[src/rtl/pio_seq_pkg.sv]
package pio_seq_pkg;

    typedef enum logic [1:0] {
        PH_IDLE    = 2'd0,
        PH_SETUP   = 2'd1,
        PH_ACTIVE  = 2'd2,
        PH_RECOVER = 2'd3
    } pio_phase_e;

endpackage

[src/rtl/pio_down_counter.sv]
module pio_down_counter #(
    parameter int CNT_W = 8
) (
    input  logic             clk,
    input  logic             rst_n,
    input  logic             load_i,
    input  logic [CNT_W-1:0] load_val_i,
    output logic             zero_o
);

    logic [CNT_W-1:0] cnt_q;

    always_ff @(posedge clk or negedge rst_n) begin
        if (!rst_n) begin
            cnt_q <= '0;
        end else if (load_i) begin
            cnt_q <= load_val_i;
        end else if (cnt_q != '0) begin
            cnt_q <= cnt_q - CNT_W'(1);
        end
    end

    assign zero_o = (cnt_q == '0);

    // a running count steps down by exactly one
    assert_count_step_R3: assert property (@(posedge clk) disable iff (!rst_n)
        (!load_i && cnt_q != '0) |=> (cnt_q == $past(cnt_q) - CNT_W'(1)));

    // run-once behaviour, the count holds at zero until reloaded
    assert_hold_zero_R3: assert property (@(posedge clk) disable iff (!rst_n)
        (!load_i && cnt_q == '0) |=> (cnt_q == '0));

endmodule

[src/rtl/pio_load_mux.sv]
module pio_load_mux
    import pio_seq_pkg::*;
#(
    parameter int CNT_W = 8
) (
    input  pio_phase_e       phase_i,
    input  logic [CNT_W-1:0] t_setup_i,
    input  logic [CNT_W-1:0] t_active_i,
    input  logic [CNT_W-1:0] t_recover_i,
    output logic [CNT_W-1:0] val_o
);

    always_comb begin
        unique case (phase_i)
            PH_IDLE:    val_o = '0;
            PH_SETUP:   val_o = t_setup_i;
            PH_ACTIVE:  val_o = t_active_i;
            PH_RECOVER: val_o = t_recover_i;
        endcase
    end

endmodule

[src/rtl/pio_phase_sequencer.sv]
module pio_phase_sequencer
    import pio_seq_pkg::*;
#(
    parameter int CNT_W = 8
) (
    input  logic             clk,
    input  logic             rst_n,
    input  logic             req_i,
    input  logic             write_i,
    input  logic [CNT_W-1:0] t_setup_i,
    input  logic [CNT_W-1:0] t_active_i,
    input  logic [CNT_W-1:0] t_recover_i,
    output logic             addr_valid_o,
    output logic             rd_strobe_o,
    output logic             wr_strobe_o,
    output logic             done_o
);

    pio_phase_e       state_q, state_d;
    logic             write_q;
    logic             load;
    logic             cnt_zero;
    logic [CNT_W-1:0] load_val;

    // Next-state and counter-load decision
    always_comb begin
        state_d = state_q;
        load    = 1'b0;
        unique case (state_q)
            PH_IDLE: if (req_i) begin
                state_d = PH_SETUP;
                load    = 1'b1;
            end
            PH_SETUP: if (cnt_zero) begin
                state_d = PH_ACTIVE;
                load    = 1'b1;
            end
            PH_ACTIVE: if (cnt_zero) begin
                state_d = PH_RECOVER;
                load    = 1'b1;
            end
            PH_RECOVER: if (cnt_zero) begin
                state_d = PH_IDLE;
            end
        endcase
    end

    // State register and transfer direction capture
    always_ff @(posedge clk or negedge rst_n) begin
        if (!rst_n) begin
            state_q <= PH_IDLE;
            write_q <= 1'b0;
        end else begin
            state_q <= state_d;
            if (state_q == PH_IDLE && req_i) begin
                write_q <= write_i;
            end
        end
    end

    pio_load_mux #(.CNT_W(CNT_W)) u_mux (
        .phase_i     (state_d),
        .t_setup_i   (t_setup_i),
        .t_active_i  (t_active_i),
        .t_recover_i (t_recover_i),
        .val_o       (load_val)
    );

    pio_down_counter #(.CNT_W(CNT_W)) u_cnt (
        .clk        (clk),
        .rst_n      (rst_n),
        .load_i     (load),
        .load_val_i (load_val),
        .zero_o     (cnt_zero)
    );

    // Outputs
    always_comb begin
        addr_valid_o = 1'b0;
        rd_strobe_o  = 1'b0;
        wr_strobe_o  = 1'b0;
        done_o       = 1'b0;
        unique case (state_q)
            PH_IDLE: ;
            PH_SETUP:   addr_valid_o = 1'b1;
            PH_ACTIVE: begin
                addr_valid_o = 1'b1;
                rd_strobe_o  = !write_q;
                wr_strobe_o  = write_q;
            end
            PH_RECOVER: begin
                addr_valid_o = 1'b1;
                done_o       = cnt_zero;
            end
        endcase
    end

    assert_strobe_excl_R4: assert property (@(posedge clk) disable iff (!rst_n)
        !(rd_strobe_o && wr_strobe_o));

    assert_strobe_addr_R5: assert property (@(posedge clk) disable iff (!rst_n)
        (rd_strobe_o || wr_strobe_o) |-> addr_valid_o);

    assert_done_idle_R6: assert property (@(posedge clk) disable iff (!rst_n)
        done_o |=> (!done_o && !addr_valid_o));

    assert_start_R2: assert property (@(posedge clk) disable iff (!rst_n)
        (!addr_valid_o && req_i) |=> (addr_valid_o && !rd_strobe_o && !wr_strobe_o));

endmodule

[config.mk]
export PLATFORM = sky130hd
export DESIGN_NAME = pio_phase_sequencer
export DESIGN_NICKNAME = d
export VERILOG_FILES = /design/src/rtl/pio_seq_pkg.sv /design/src/rtl/pio_down_counter.sv /design/src/rtl/pio_load_mux.sv /design/src/rtl/pio_phase_sequencer.sv
export SDC_FILE = /design/constraint.sdc
export NUM_CORES = 1
export LEC_CHECK = 0
export BUFFER_PORTS_ARGS = -buffer_cell sky130_fd_sc_hd__buf_4
export CAP_MARGIN = 40
export CORE_ASPECT_RATIO = 1.1
export CORE_MARGIN = 3
export CORE_UTILIZATION = 30
export CTS_CLUSTER_DIAMETER = 100
export CTS_CLUSTER_SIZE = 8
export DETAILED_ROUTE_END_ITERATION = 8
export PLACE_DENSITY_LB_ADDON = 0.05
export RECOVER_POWER = 50
export SETUP_SLACK_MARGIN = 0.3
export SYNTH_ARGS = -nofsm -noshare
export SYNTH_HDL_FRONTEND = slang
export SYNTH_SLANG_ARGS = --single-unit
[constraint.sdc]
create_clock -name clk -period 2.35 [get_ports clk]
set_input_delay 0.1175 -clock clk [delete_from_list [all_inputs] [get_ports clk]]
set_output_delay 0.1175 -clock clk [all_outputs]
set_load 0.005 [all_outputs]
==> run metrics <==
Post-Place Setup Slack=between 10 and 15 ps; Hold Crit Class=in -> reg; first-pass GRT wire length=between 4000 and 5000 µm; XOR/XNOR Fraction of Synth Area=under 10%; Max Clock Freq=roughly 500 MHz; grt met1 use=around 17%; Nets=190; clk_lat worst skew=between 200 and 300 ps; post-synthesis net count=roughly 140; most common cell after layout, fill and taps aside=buf_4; Worst EP required=2470 ps; largest net degree at the start of global routing=16; core area=3413 µm²; Critical Path Sink Type=flip-flop; met3 usage=1.140%; worst hold slack=around 110 ps; Util after Layout=a little under half; CTS Buffer Depth=2; Post-synth ARST share=100.0%; port bufs=31; Clock Skews=2.916 ps; worst hold start=write_i; fin crit period=around 2000 ps; HPWL after detailed placement=2234 µm; Synth Area in Adders=under 10%; global-route usage over all layers=approximately 13%; clk slew on worst S/H paths=approximately 60 ps; M2 GR Usage=about a fifth; synthesis-stage register bit count=11; largest family of logic cells by synthesized area=compound AO/OA/AOI/OAI gates; Max H-tree Level=1; vias per cell=4.678; Slew HR=approximately 63%; setup tns final=0 ps; total grt overflow=0; leakage=0.6821 nW; CTS Buf Count=3; mux cell area share after synthesis=9.458%; n_diodes=0; die area=between 4000 and 5000 µm²; Final ANT Viol Nets=0; worst r2r src=u_cnt.cnt_q[2]; via count=around 950; PwrDens=about 1300 nW/µm²; WL/cell=approximately 13 µm; Final Cycle Share=a little over four fifths; Synth Flop Type=dfrtp_1; Max Slew Vio Count=0; final wirelength=2724 µm; remaining routing DRC violations=0; chip width=approximately 63 µm; compound-cell area share of the yosys netlist=25.03%; register area share after synthesis=about 25%; CTS tree=done; Synth Instances=a little over 100; Simple-Gate Fraction of Synth Area=between 20 and 25%; Syn Std Cell Area=~1100 µm²; Root Driver=clkbuf_4; beginning of the critical path=u_cnt.cnt_q[2]; Slew @ Worst Pin=between 500 and 600 ps; syn avg cell area=between 10 and 15 µm²; slowest cell delay on critical path=roughly 430 ps; vias in the first global route=950; Yosys cell types=just over 40; Placer Congestion=a little under 0.8; Power Total=2.114 mW; Post-synth EDFFs=0; RSZ-0062 raised after global routing=yes; initial antenna violation count=0; area delta synth->final=46.94%; # IOs=32; Worst EP arrival=between 2000 and 2500 ps; PnR worst setup slack=~360 ps; busiest grt layer=met2; crit-path cells=buf_4 > nor4_1 > nor4b_2 > mux2_2 > o21ai_0 > o221ai_2; Initial Util=a little under a third; final setup vio count=0; die height=69.07 µm; Max IR drop VDD=between 0.4 and 0.5 mV; DR iter-0 viols=17; layout cell share with drive strength beyond 1=between 50 and 60%; TritonRoute pass-1 iters=4; critical path class=reg -> reg; most frequent cells in the layout=buf_4, dfrtp_1, inv_1; startpoint type of the worst setup path=flip-flop; clk sink count=11; status=finished, final reports clean; Std-Cell Rows=22; max_cap viols=0; # fillers=roughly 350; critical path's slowest cell=dfrtp_1; Hold Vio Cnt, Final=0; yosys warns=0; CP max FO=4
[cell usage after synthesis (2+ instances only)]
library cell	instances	share of area, %
nor2_1	7	2.4
mux2_2	2	2.1
nor3_1	3	1.4
dfrtp_1	11	25
o21ai_0	3	1.4
nand3_1	2	0.92
ha_1	7	8.1
o221ai_2	6	8.3
or3_2	2	1.4
nand2_1	4	1.4
mux2i_1	8	7.4
a41oi_1	2	1.6
xnor2_1	3	2.4
nand4_1	4	2.3
inv_1	10	3.5
buf_6	2	2.1
a21oi_1	3	1.4
[layer usage]
metal,vias to the layer above,share of wire (%)
met2,15,52
met1,440,44
li1,488,-
met4,0,0.59
met3,2,2.8
met5,-,0
[worst paths after layout]
check | depth (start not counted) | to | slack (ps)
worst min-delay path | 2 | write_q | 110
worst max register to register | 6 | u_cnt.cnt_q[7] | 360
min in group asynchronous | 2 | state_q[0] | 360
max in group asynchronous | 2 | state_q[1] | 1600
worst max-delay path | 6 | u_cnt.cnt_q[7] | 360
worst min register to register | 1 | write_q | 560
[area by class of cell]
| type | count | area, µm² | share of cell area (%) |
|---|---|---|---|
| flip-flops and latches | 11 | 276.5 | 17.35 |
| inverters | 10 | 37.54 | 2.355 |
| well taps | 48 | 60.06 | 3.768 |
| multi-input cells | 80 | 807.0 | 50.63 |
| clock buffers | 4 | 26.28 | 1.648 |
| repair buffers | 49 | 386.6 | 24.25 |
[what timing repair did]
action / 4_1_cts / 5_1_grt
buffers inserted: 3 / 4
endpoints found under the hold margin: 11 / 0
pin swaps: 2 / 3
resized for setup: 2 / 11
endpoints found under the setup margin: 8 / 8
hold buffers: 1 / 0
gates cloned: 0 / 0
[cells by family (layout without fill, tap and decap cells)]
family | Yosys count | in the layout
flip-flops | 11 | 11
AO/OA/AOI/OAI | 24 | 24
multiplexers | 10 | 10
adder cells (fa/ha/maj) | 7 | 7
AND/OR/NAND/NOR | 36 | 36
buffers and inverters | 12 | 63
XOR/XNOR | 3 | 3
[sequential cells by signal, summed over array words and instances, names as in the netlist]
signal,cells
state_q,2
u_cnt.cnt_q,8
write_q,1
[through the flow]
step,instances,area [µm²]
after floorplan,103,1097
after global placement,190,1443
after detailed placement,190,1443
after CTS,198,1521
after global routing,202,1594
final,202,1594
[power by group]
group          switching (mW)  total (mW)  leakage (nW)  internal (mW)
Sequential              0.117       0.403         0.136          0.287
Combinational           0.787        1.59         0.531          0.804
Clock                  0.0542       0.120        0.0150         0.0654
[critical path: cells and delay by family (launching register included)]
| family | cells | cell delay [ps] |
|---|---|---|
| buffers and inverters | 1 | 170 |
| DFF | 1 | 430 |
| AOI/OAI and AO/OA | 2 | 290 |
| and+or+nand+nor | 2 | 620 |
| muxes | 1 | 350 |
(Power assumes the default switching activity.)
